===== src/rtl/dsp_xfer_pkg.sv =====
package dsp_xfer_pkg;

   localparam logic [5:0] XFER_OPCODE = 6'b111101;

   typedef enum logic [1:0] {
      MODE_PRE  = 2'b00,
      MODE_IND  = 2'b01,
      MODE_POST = 2'b10,
      MODE_IDX  = 2'b11
   } xfer_mode_e;

   typedef enum logic [1:0] {
      OP_WLOAD  = 2'b00,
      OP_WSTORE = 2'b01,
      OP_LLOAD  = 2'b10,
      OP_LSTORE = 2'b11
   } xfer_op_e;

endpackage


===== src/rtl/dsp_xfer_decode.sv =====
module dsp_xfer_decode
   import dsp_xfer_pkg::*;
#(
   parameter int AREG_W = 2,
   parameter int DREG_W = 4
) (
   input  logic              insn_valid,
   input  logic [15:0]       insn,
   output logic              hit,
   output logic [AREG_W-1:0] a_idx,
   output logic [DREG_W-1:0] d_idx,
   output xfer_mode_e        mode,
   output logic              is_store,
   output logic              is_long
);
   xfer_op_e op;

   always_comb begin
      hit      = insn_valid && (insn[15:10] == XFER_OPCODE);
      a_idx    = insn[8 +: AREG_W];
      d_idx    = insn[4 +: DREG_W];
      mode     = xfer_mode_e'(insn[3:2]);
      op       = xfer_op_e'(insn[1:0]);
      is_store = (op == OP_WSTORE) || (op == OP_LSTORE);
      is_long  = (op == OP_LLOAD)  || (op == OP_LSTORE);
   end

endmodule


===== src/rtl/dsp_xfer_agu.sv =====
module dsp_xfer_agu
   import dsp_xfer_pkg::*;
#(
   parameter int ADDR_W = 32,
   parameter int DATA_W = 32
) (
   input  logic [ADDR_W-1:0] ptr_cur,
   input  logic [ADDR_W-1:0] index_val,
   input  xfer_mode_e        mode,
   input  logic              is_long,
   output logic [ADDR_W-1:0] acc_addr,
   output logic [ADDR_W-1:0] ptr_next,
   output logic              ptr_upd
);
   localparam logic [ADDR_W-1:0] WORD_STEP = ADDR_W'(DATA_W / 16);
   localparam logic [ADDR_W-1:0] LONG_STEP = ADDR_W'(DATA_W / 8);

   logic [ADDR_W-1:0] step;
   logic [ADDR_W-1:0] dec_val;

   always_comb begin
      step     = is_long ? LONG_STEP : WORD_STEP;
      dec_val  = ptr_cur - step;
      acc_addr = ptr_cur;
      ptr_next = ptr_cur;
      ptr_upd  = 1'b1;
      unique case (mode)
         MODE_PRE: begin
            acc_addr = dec_val;
            ptr_next = dec_val;
         end
         MODE_IND:  ptr_upd  = 1'b0;
         MODE_POST: ptr_next = ptr_cur + step;
         MODE_IDX:  ptr_next = ptr_cur + index_val;
         default:   ptr_upd  = 1'b0;
      endcase
   end

endmodule


===== src/rtl/dsp_xfer_regfile.sv =====
module dsp_xfer_regfile #(
   parameter int ENTRIES = 4,
   parameter int WIDTH   = 32,
   parameter int IDX_W   = $clog2(ENTRIES)
) (
   input  logic                     clk,
   input  logic                     rst_n,
   input  logic                     wr_en,
   input  logic [IDX_W-1:0]         wr_idx,
   input  logic [WIDTH-1:0]         wr_val,
   input  logic [IDX_W-1:0]         rd_idx,
   output logic [WIDTH-1:0]         rd_val,
   output logic [ENTRIES*WIDTH-1:0] all_flat
);
   for (genvar e = 0; e < ENTRIES; e++) begin : g_ent
      logic [WIDTH-1:0] q;
      always_ff @(posedge clk or negedge rst_n) begin
         if (!rst_n)
            q <= '0;
         else if (wr_en && (wr_idx == IDX_W'(e)))
            q <= wr_val;
      end
      assign all_flat[e*WIDTH +: WIDTH] = q;
   end

   assign rd_val = all_flat[rd_idx*WIDTH +: WIDTH];

endmodule


===== src/rtl/dsp_xfer_format.sv =====
module dsp_xfer_format #(
   parameter int DATA_W   = 32,
   parameter int DREG_W   = 4,
   parameter int GUARD_W  = 8,
   parameter bit GUARD_EN = 1'b1,
   parameter int G0_IDX   = 14,
   parameter int G1_IDX   = 15
) (
   input  logic [DREG_W-1:0]  d_idx,
   input  logic [DATA_W-1:0]  dreg_val,
   input  logic [GUARD_W-1:0] guard0_byte,
   input  logic [GUARD_W-1:0] guard1_byte,
   input  logic               is_long,
   input  logic [DATA_W-1:0]  mem_rdata,
   output logic [DATA_W-1:0]  store_val,
   output logic [DATA_W-1:0]  load_val
);
   localparam int HALF = DATA_W / 2;
   localparam int EXT  = DATA_W - GUARD_W;

   logic [DATA_W-1:0] src_val;

   if (GUARD_EN) begin : g_guard
      logic [DATA_W-1:0] g0_ext;
      logic [DATA_W-1:0] g1_ext;
      assign g0_ext = {{EXT{guard0_byte[GUARD_W-1]}}, guard0_byte};
      assign g1_ext = {{EXT{guard1_byte[GUARD_W-1]}}, guard1_byte};
      always_comb begin
         if (d_idx == DREG_W'(G0_IDX))
            src_val = g0_ext;
         else if (d_idx == DREG_W'(G1_IDX))
            src_val = g1_ext;
         else
            src_val = dreg_val;
      end
   end else begin : g_plain
      logic unused_guard;
      assign unused_guard = ^{guard0_byte, guard1_byte};
      assign src_val      = dreg_val;
   end

   always_comb begin
      if (is_long) begin
         store_val = src_val;
         load_val  = mem_rdata;
      end else begin
         store_val = {{HALF{1'b0}}, src_val[DATA_W-1:HALF]};
         load_val  = {mem_rdata[HALF-1:0], {HALF{1'b0}}};
      end
   end

endmodule


===== src/rtl/dsp_xfer_unit.sv =====
module dsp_xfer_unit
   import dsp_xfer_pkg::*;
#(
   parameter int ADDR_W   = 32,
   parameter int DATA_W   = 32,
   parameter int N_AREG   = 4,
   parameter int N_DREG   = 16,
   parameter int GUARD_W  = 8,
   parameter bit GUARD_EN = 1'b1,
   parameter int G0_IDX   = 14,
   parameter int G1_IDX   = 15
) (
   input  logic              clk,
   input  logic              rst_n,
   input  logic              insn_valid,
   input  logic [15:0]       insn,
   input  logic [31:0]       index_val,
   input  logic [7:0]        guard0_byte,
   input  logic [7:0]        guard1_byte,
   output logic              mem_req,
   output logic              mem_we,
   output logic              mem_size,
   output logic [31:0]       mem_addr,
   output logic [31:0]       mem_wdata,
   input  logic [31:0]       mem_rdata
);
   localparam int AREG_W = $clog2(N_AREG);
   localparam int DREG_W = $clog2(N_DREG);

   if (N_AREG != 4)             begin : g_bad_areg  $error("N_AREG must be 4");        end
   if (N_DREG != 16)            begin : g_bad_dreg  $error("N_DREG must be 16");       end
   if (ADDR_W != 32)            begin : g_bad_addr  $error("ADDR_W must be 32");       end
   if (DATA_W != 32)            begin : g_bad_data  $error("DATA_W must be 32");       end
   if (GUARD_W != 8)            begin : g_bad_guard $error("GUARD_W must be 8");       end
   if (G0_IDX >= N_DREG || G1_IDX >= N_DREG || G0_IDX == G1_IDX)
                                begin : g_bad_gidx  $error("bad guard indices");       end

   logic              hit;
   logic [AREG_W-1:0] a_idx;
   logic [DREG_W-1:0] d_idx;
   xfer_mode_e        mode;
   logic              is_store;
   logic              is_long;

   logic [ADDR_W-1:0] ptr_cur;
   logic [ADDR_W-1:0] ptr_next;
   logic [ADDR_W-1:0] acc_addr;
   logic              ptr_upd;
   logic [DATA_W-1:0] dreg_val;
   logic [DATA_W-1:0] store_val;
   logic [DATA_W-1:0] load_val;

   logic [N_AREG*ADDR_W-1:0] areg_flat;
   logic [N_DREG*DATA_W-1:0] dreg_flat;

   dsp_xfer_decode #(.AREG_W(AREG_W), .DREG_W(DREG_W)) i_decode (
      .insn_valid (insn_valid),
      .insn       (insn),
      .hit        (hit),
      .a_idx      (a_idx),
      .d_idx      (d_idx),
      .mode       (mode),
      .is_store   (is_store),
      .is_long    (is_long)
   );

   dsp_xfer_regfile #(.ENTRIES(N_AREG), .WIDTH(ADDR_W)) i_aregs (
      .clk      (clk),
      .rst_n    (rst_n),
      .wr_en    (hit && ptr_upd),
      .wr_idx   (a_idx),
      .wr_val   (ptr_next),
      .rd_idx   (a_idx),
      .rd_val   (ptr_cur),
      .all_flat (areg_flat)
   );

   dsp_xfer_agu #(.ADDR_W(ADDR_W), .DATA_W(DATA_W)) i_agu (
      .ptr_cur   (ptr_cur),
      .index_val (index_val),
      .mode      (mode),
      .is_long   (is_long),
      .acc_addr  (acc_addr),
      .ptr_next  (ptr_next),
      .ptr_upd   (ptr_upd)
   );

   dsp_xfer_regfile #(.ENTRIES(N_DREG), .WIDTH(DATA_W)) i_dregs (
      .clk      (clk),
      .rst_n    (rst_n),
      .wr_en    (hit && !is_store),
      .wr_idx   (d_idx),
      .wr_val   (load_val),
      .rd_idx   (d_idx),
      .rd_val   (dreg_val),
      .all_flat (dreg_flat)
   );

   dsp_xfer_format #(
      .DATA_W   (DATA_W),
      .DREG_W   (DREG_W),
      .GUARD_W  (GUARD_W),
      .GUARD_EN (GUARD_EN),
      .G0_IDX   (G0_IDX),
      .G1_IDX   (G1_IDX)
   ) i_format (
      .d_idx       (d_idx),
      .dreg_val    (dreg_val),
      .guard0_byte (guard0_byte),
      .guard1_byte (guard1_byte),
      .is_long     (is_long),
      .mem_rdata   (mem_rdata),
      .store_val   (store_val),
      .load_val    (load_val)
   );

   always_comb begin
      mem_req   = hit;
      mem_we    = hit && is_store;
      mem_size  = hit && is_long;
      mem_addr  = hit ? acc_addr : '0;
      mem_wdata = (hit && is_store) ? store_val : '0;
   end

endmodule


===== config.mk =====
export PLATFORM = sky130hd
export DESIGN_NAME = dsp_xfer_unit
export DESIGN_NICKNAME = d
export VERILOG_FILES = /design/src/rtl/dsp_xfer_pkg.sv /design/src/rtl/dsp_xfer_decode.sv /design/src/rtl/dsp_xfer_agu.sv /design/src/rtl/dsp_xfer_regfile.sv /design/src/rtl/dsp_xfer_format.sv /design/src/rtl/dsp_xfer_unit.sv
export SDC_FILE = /design/constraint.sdc
export NUM_CORES = 1
export LEC_CHECK = 0
export ABC_AREA = 1
export BUFFER_PORTS_ARGS = -buffer_cell sky130_fd_sc_hd__buf_2
export CAP_MARGIN = 20
export CORE_AREA = 8 8 263 265
export CTS_BUF_LIST = sky130_fd_sc_hd__clkbuf_8
export CTS_CLUSTER_SIZE = 24
export DETAILED_ROUTE_END_ITERATION = 16
export DIE_AREA = 0 0 271 273
export PLACE_DENSITY = 0.67
export SYNTH_ARGS = -nofsm -noshare
export SYNTH_HDL_FRONTEND = slang
export SYNTH_SLANG_ARGS = --single-unit

===== constraint.sdc =====
create_clock -name clk -period 3 [get_ports clk]
set_input_delay 0.3 -clock clk [delete_from_list [all_inputs] [get_ports clk]]
set_output_delay 0.3 -clock clk [all_outputs]
set_load 0.05 [all_outputs]

==> results of run 1 <==
==> worst register-to-register path: stages (launching register included) <==
cell     delay [ps]
dfrtp_1         370
inv_2            70
o22ai_2         100
nor3_4          240
buf_4           170
inv_1            90
ha_4            290
nand2_1          90
buf_4           140
nor2_1          160
inv_1           120
nor2_2          130
and3_1          160
nand2_1         130
nand2_1          90
nand2_1          50
nand3_1          90
nand3_2         120
nand2_1          80
nand2_1          60
==> worst max path at each step <==
stage	start	to	slack [ps]	cells past startpoint
CTS	i_aregs.g_ent[2].q[2]$_DFFE_PN0P_	mem_addr[24]	-320	16
global route	i_aregs.g_ent[2].q[2]$_DFFE_PN0P_	mem_addr[16]	-430	17
floorplan	insn[13]	mem_wdata[23]	-20	7
global placement	insn[8]	i_aregs.g_ent[3].q[30]$_DFFE_PN0P_	-820	18
finish	i_aregs.g_ent[3].q[2]$_DFFE_PN0P_	mem_addr[24]	-300	16
detailed placement	insn[8]	i_aregs.g_ent[2].q[30]$_DFFE_PN0P_	-830	18
==> placed cells by master (no fill, tap or decap), types with 14 or more instances in the layout <==
master / synthesis / layout
nand2_1: 1280 / 1214
dfrtp_1: 639 / 639
o21ai_0: 622 / 599
buf_4: 4 / 393
inv_1: 240 / 264
a22oi_1: 253 / 236
a21oi_1: 216 / 175
nor2_1: 185 / 145
clkbuf_8: 0 / 129
buf_2: 20 / 118
nand3_1: 107 / 79
nand2_2: 4 / 51
buf_12: 0 / 42
o21ai_1: 28 / 39
a21oi_2: 1 / 39
nor3_2: 24 / 34
nand3_2: 8 / 34
nor2_4: 1 / 33
buf_6: 4 / 31
ha_1: 31 / 22
inv_2: 5 / 20
nand2_4: 1 / 19
nor2_2: 11 / 19
a22oi_2: 0 / 17
nor3_1: 41 / 16
nor3_4: 0 / 15
or2_2: 21 / 15
a21boi_0: 21 / 14
buf_8: 0 / 14
==> state kept, by name (all words and copies together), names as in the netlist <==
register / count
i_dregs.g_ent.q: 511
i_aregs.g_ent.q: 128
==> where the power goes <==
group	leakage [nW]	total, mW	internal [mW]	switching [mW]
Clock	1.24	7.67	4.13	3.54
Sequential	8.64	8.77	8.73	0.0456
Combinational	9.56	2.19	0.745	1.44
Total	19.4	18.6	13.6	5.03
==> what timing repair did <==
item | in CTS | in global routing
hold buffers | 1 | 0
pin swaps | 71 | 107
hold endpoints to repair | 328 | 0
gates resized for setup | 224 | 239
endpoints found under the setup margin | 43 | 139
cloned | 0 | 0
buffers inserted | 25 | 29
==> final cells by class <==
| type | count | area, sq um |
|---|---|---|
| diodes | 2 | 5.00 |
| clock buffers | 129 | 1780 |
| clock inverters | 55 | 335 |
| fillers | 5687 | 24400 |
| inverters | 253 | 970 |
| multi-input cells | 2928 | 15500 |
| flip-flops and latches | 639 | 16000 |
| well taps | 864 | 1080 |
| repair buffers | 600 | 4960 |
==> layer usage <==
| metal | up-vias | routed length, um | global-route usage |
|---|---|---|---|
| li1 | 14505 | - | - |
| met3 | 299 | 8930 | 0.0549 |
| met2 | 1402 | 51500 | 0.474 |
| met1 | 15060 | 47200 | 0.394 |
| met5 | - | 27 | 0 |
| met4 | 4 | 5320 | 0.134 |
==> cell families after synthesis <==
logic type,share of synthesized area
compound gates,0.208
xor+xnor,0.00109
fa+ha+maj,0.0127
buf+inv,0.0635
flops,0.497
simple gates,0.217
==> cell usage after synthesis (7+ instances only) <==
master | instances | area share
a21oi_1 | 216 | 0.034
nor3_1 | 41 | 0.0064
dfrtp_1 | 639 | 0.50
o31ai_1 | 7 | 0.0016
a21boi_0 | 21 | 0.0049
o22ai_1 | 12 | 0.0023
a22oi_1 | 253 | 0.059
o21ai_1 | 28 | 0.0044
buf_1 | 29 | 0.0034
or2_2 | 21 | 0.0041
nand2_1 | 1280 | 0.15
nor2_2 | 11 | 0.0021
nand3_2 | 8 | 0.0025
clkbuf_1 | 214 | 0.025
nand3_1 | 107 | 0.017
nor3_2 | 24 | 0.0075
ha_1 | 31 | 0.012
inv_1 | 240 | 0.028
buf_2 | 20 | 0.0031
o21ai_0 | 622 | 0.097
nand4_1 | 9 | 0.0018
nor2_1 | 185 | 0.022
==> impl_results.md, run 1 <==
* Fraction of layout cells with a size suffix above 1 at 0.236
* Ports at ~170
* Average size of a mapped cell at 7.86 sq um
* R2R Path End: i_aregs.g_ent[1].q[24]$_DFFE_PN0P_
* FP Rows at 94
* Final core utilization at 0.625
* Yosys cell types at 49
* First drt pass iteration count at 7
* H-Tree Depth at 3
* Final std cells w/o fill at 5470
* Peak VDD IR at 0.000347 V
* Inserted Clock Buffers at 105
* Share of flip-flops with an asynchronous set or reset at 1.00
* Synth Instances at 4091
* Drt via density at about 5.7
* Slowest CP cell: dfrtp_1
* Crit share post-route at 1.10
* Main synth FF type: dfrtp_1
* Vias in the first global route at about 30000
* Post-DP HPWL at 74100 um
* Reg2Reg Setup Slack at 140 ps
* Final Hold Viols at 0
* Design Area, Final at 0.0407 sq mm
* Die Y at 273 um
* Worst endpoint required time at between 2000 and 3000 ps
* Total Nets Final at 4658
* Total clock sinks at 639
* Syn. warnings at 0
* Largest net degree at the start of global routing at between 100 and 150
* Max-Cap Viols at 0
* Achievable frequency at 303 MHz
* Tmin final at 3300 ps
* Nature of the critical path endpoint: output pin
* Total Wirelength at around 110000 um
* Inst Count DP at 5232
* Initial cell density of the core at 0.495
* P&R area growth vs syn at 26.4%
* Number of port buffers at 165
* Die span in x at ~270 um
* Via count at 31270
* Finish-stage setup viols at 30
* Setup WS pre-CTS at -832 ps
* Clock Latency Late Sink at a little over 700 ps
* Initial antenna violation count at 4
* Slowest Stage Delay on Critical Path at 390 ps
* Critical path peak fanout at 4
* Worst-margin pin slew at 922 ps
* Maximum clock path buffer count at 3
* GR Util All Layers at 0.297
* Core Footprint at between 0.06 and 0.07 sq mm
* Crit-path leading delay family: simple AND/OR/NAND/NOR gates
* Run status: complete, but fails checks
* Worst rel slew slack at 0.385
* CP arrival at around 3000 ps
* Crit Path Class: reg2out
* Register area share after synthesis at 0.497
* Yosys reg bits at 639
* DRC viols at 0
* CP most frequent cell: nand2_2
* Detail Route Antenna Nets at 0
* Total gr overflow at 0
* Hold Slack at 82.7 ps
* Slew Limit Fails at 0
* Mapped Nets at 4222
* DP Area at approximately 0.037 sq mm
* Critical path startpoint category: flip-flop
* Number of flops mapped to enable cells by yosys at 0
* First-pass GRT wire length at 175000 um
* TritonCTS clock tree: done
* Starting DRC count in detailed routing at 2968
* RePlAce Congestion at ~1
* DIE AREA at 0.0740 sq mm
* Hold Path Class: in2async
* Setup TNS at -6820 ps
* Synth Cell Area at 0.0322 sq mm
* RSZ-0062 raised after global routing: yes
* DR WL/cell at 20.7 um
* Cell Chain, Critical Path: nand2_1, o21ai_2, nand2_2, nand2_4, ha_4, inv_2, nand2_2, nor2_4, nand2_4, buf_6, nor2_4, nand2_2, a21oi_2, o21ai_2, a21oi_2, buf_12
* Cell Pwr Density at roughly 460 mW/mm^2
* Leak at between 15 and 20 nW
* WP buf/inv at 3
* Fin Clk Skew at 53.2 ps
* Failing checks: setup timing
* PnR worst setup slack at -301 ps
* R2R cell count at 19
* RR Startpoint: i_aregs.g_ent[1].q[13]$_DFFE_PN0P_
* Clk slew on worst S/H paths at 60 ps
* Total power at 18.6 mW
* Root buffer cell: clkbuf_8
Power figures use the tool's default switching activity.
==> run 2, diff against run 1 <==
HOLD_SLACK_MARGIN = 0.05   (was not set)
clock period = 3.6 ns   (was 3 ns; I/O delays follow)
==> impl_results.md, run 2 (synthesis gave the netlist of run 1 again) <==
* RePlAce Congestion at 1.00
* Final std cells w/o fill at about 5200
* Tmin final at 3490 ps
* GR Util All Layers at 0.287
* Max-Cap Viols at 0
* Commonest non-fill, non-tap cells in the layout: nand2_1, dfrtp_1, o21ai_0
* Worst endpoint required time at 3240 ps
* First drt pass iteration count at 6
* Nature of the critical path endpoint: output pin
* M2 GR Usage at 0.456
* Starting DRC count in detailed routing at 3254
* Inserted Clock Buffers at about 110
* Root buffer cell: clkbuf_8
* Final core utilization at 0.574
* Hold Path Class: in2async
* Achievable frequency at 287 MHz
* Maximum clock path buffer count at 3
* Cell Chain, Critical Path: inv_1, nor2_1, nor3_2, buf_4, nand2_1, nor2_2, nand2_2, nor2_2, nand2_1, nand2_1, nand3_1, a21oi_1, buf_4, buf_4
* Cell Pwr Density at 417 mW/mm^2
* Ports at 166
* Design Area, Final at ~0.037 sq mm
* Initial cell density of the core at 0.495
* DIE AREA at roughly 0.074 sq mm
* DP Area at approximately 0.035 sq mm
* FP Rows at 94
* Worst rel slew slack at 0.430
* Detail Route Antenna Nets at 0
* First-pass GRT wire length at 169000 um
* Grt peak-use layer: met2
* P&R area growth vs syn at 16.0%
* Clock Latency Late Sink at 730 ps
* Fill cell count at 6081
* Leak at around 18 nW
* Total power at 15.6 mW
* Total Wirelength at roughly 110000 um
* Core Footprint at 0.0650 sq mm
* Total Nets Final at 4393
* Total clock sinks at about 640
* Crit share post-route at 0.968
* Worst-margin pin slew at 856 ps
* Critical path peak fanout at 5
* DR WL/cell at roughly 21 um
* RSZ-0062 raised after global routing: yes
* Hold Slack at roughly 220 ps
* Slowest CP cell: dfrtp_1
* Largest registers: i_dregs.g_ent.q (511), i_aregs.g_ent.q (128)
* Post-DP HPWL at 70900 um
* DRC viols at 0
* Die span in x at 271 um
* TritonCTS clock tree: done
* Clk slew on worst S/H paths at 60 ps
* Commonest non-fill, non-tap cell in the layout: nand2_1
* Slowest Stage Delay on Critical Path at 360 ps
* Critical path startpoint category: flip-flop
* Run status: complete, no violations
* Fin Clk Skew at 53.8 ps
* Total gr overflow at 0
* Met1 Use GR at 0.386
* Largest net degree at the start of global routing at 74
* Crit Path Class: reg2out
* H-Tree Depth at 3
* Drt via density at ~5.7
* Finish-stage setup viols at 0
* Max reg flops at 511
* Inst Count DP at 5011
* Die Y at roughly 270 um
* Number of port buffers at 165
* Peak VDD IR at between 0.0002 and 0.0003 V
* Initial antenna violation count at 5
* Final Hold Viols at 0
* Slew Limit Fails at 0
* Fraction of layout cells with a size suffix above 1 at 0.146
* CP arrival at 3130 ps
* Grt met3 use at 0.0560
* Via count at 29869
* Vias in the first global route at 28701
* Reg with most FFs: i_dregs.g_ent.q
run 2: cell count changes in the layout (fill, tap and decap cells not counted), sizes merged:
| cell | change |
|---|---|
| buf | -266 |
| bufinv | +2 |
| clkbuf | +8 |
| clkinv | +7 |
| diode | -1 |
| inv | -13 |
run 2: per-stage QoR:
stage | setup slack [ps] | TNS, ps
floorplan | 456 | 0
global placement | -145 | -2560
detailed placement | -182 | -4930
CTS | 8.09 | 0
global route | -53.7 | -119
finish | 114 | 0
run 2: critical path, delay by kind of cell, from the launching register on:
family | cells | cell delay [ps]
simple gates | 9 | 1270
buf+inv | 4 | 620
flops | 1 | 360
compound gates | 1 | 160
run 2: power by group:
part | internal [mW] | switching [mW] | leakage [nW]
combinational | 0.378 | 1.06 | 7.91
clock | 3.79 | 3.02 | 1.29
sequential | 7.27 | 0.0360 | 8.64
run 2: cell type report:
type	count	area [sq um]	area share
clock inverters	51	403	0.0108
clock buffers	137	1890	0.0505
flip-flops and latches	639	16000	0.428
well taps	864	1080	0.0290
multi-input cells	2928	14400	0.386
repair buffers	334	2600	0.0696
inverters	253	960	0.0257
diodes	1	2.50	0.0000670
run 2: per-layer routing:
metal  part of all wire  up-vias  wire, um
li1                   -    13976         -
met4              0.040        4      4300
met1               0.42    14319     45900
met2               0.45     1328     49100
met5            0.00021        -        23
met3              0.086      242      9350
run 2: repair_timing:
action | CTS | global route
setup endpoints to repair | 17 | 24
gates resized for setup | 21 | 57
pin swaps | 1 | 16
setup buffers | 0 | 5
hold buffers | 1 | 0
hold endpoints to repair | 61 | 0
run 2: final timing paths:
path / startpoint / endpoint / cells past startpoint / slack [ps]
worst max-delay path: i_aregs.g_ent[2].q[6]$_DFFE_PN0P_ / mem_addr[31] / 14 / 110
worst min register to register: i_aregs.g_ent[3].q[24]$_DFFE_PN0P_ / i_aregs.g_ent[3].q[24]$_DFFE_PN0P_ / 2 / 480
max in group asynchronous: rst_n / i_dregs.g_ent[11].q[1]$_DFFE_PN0P_ / 4 / 2320
min in group clk: mem_rdata[18] / i_dregs.g_ent[7].q[18]$_DFFE_PN0P_ / 5 / 230
worst max register to register: i_aregs.g_ent[2].q[5]$_DFFE_PN0P_ / i_aregs.g_ent[2].q[12]$_DFFE_PN0P_ / 15 / 440
worst min-delay path: rst_n / i_dregs.g_ent[6].q[8]$_DFFE_PN0P_ / 2 / 220
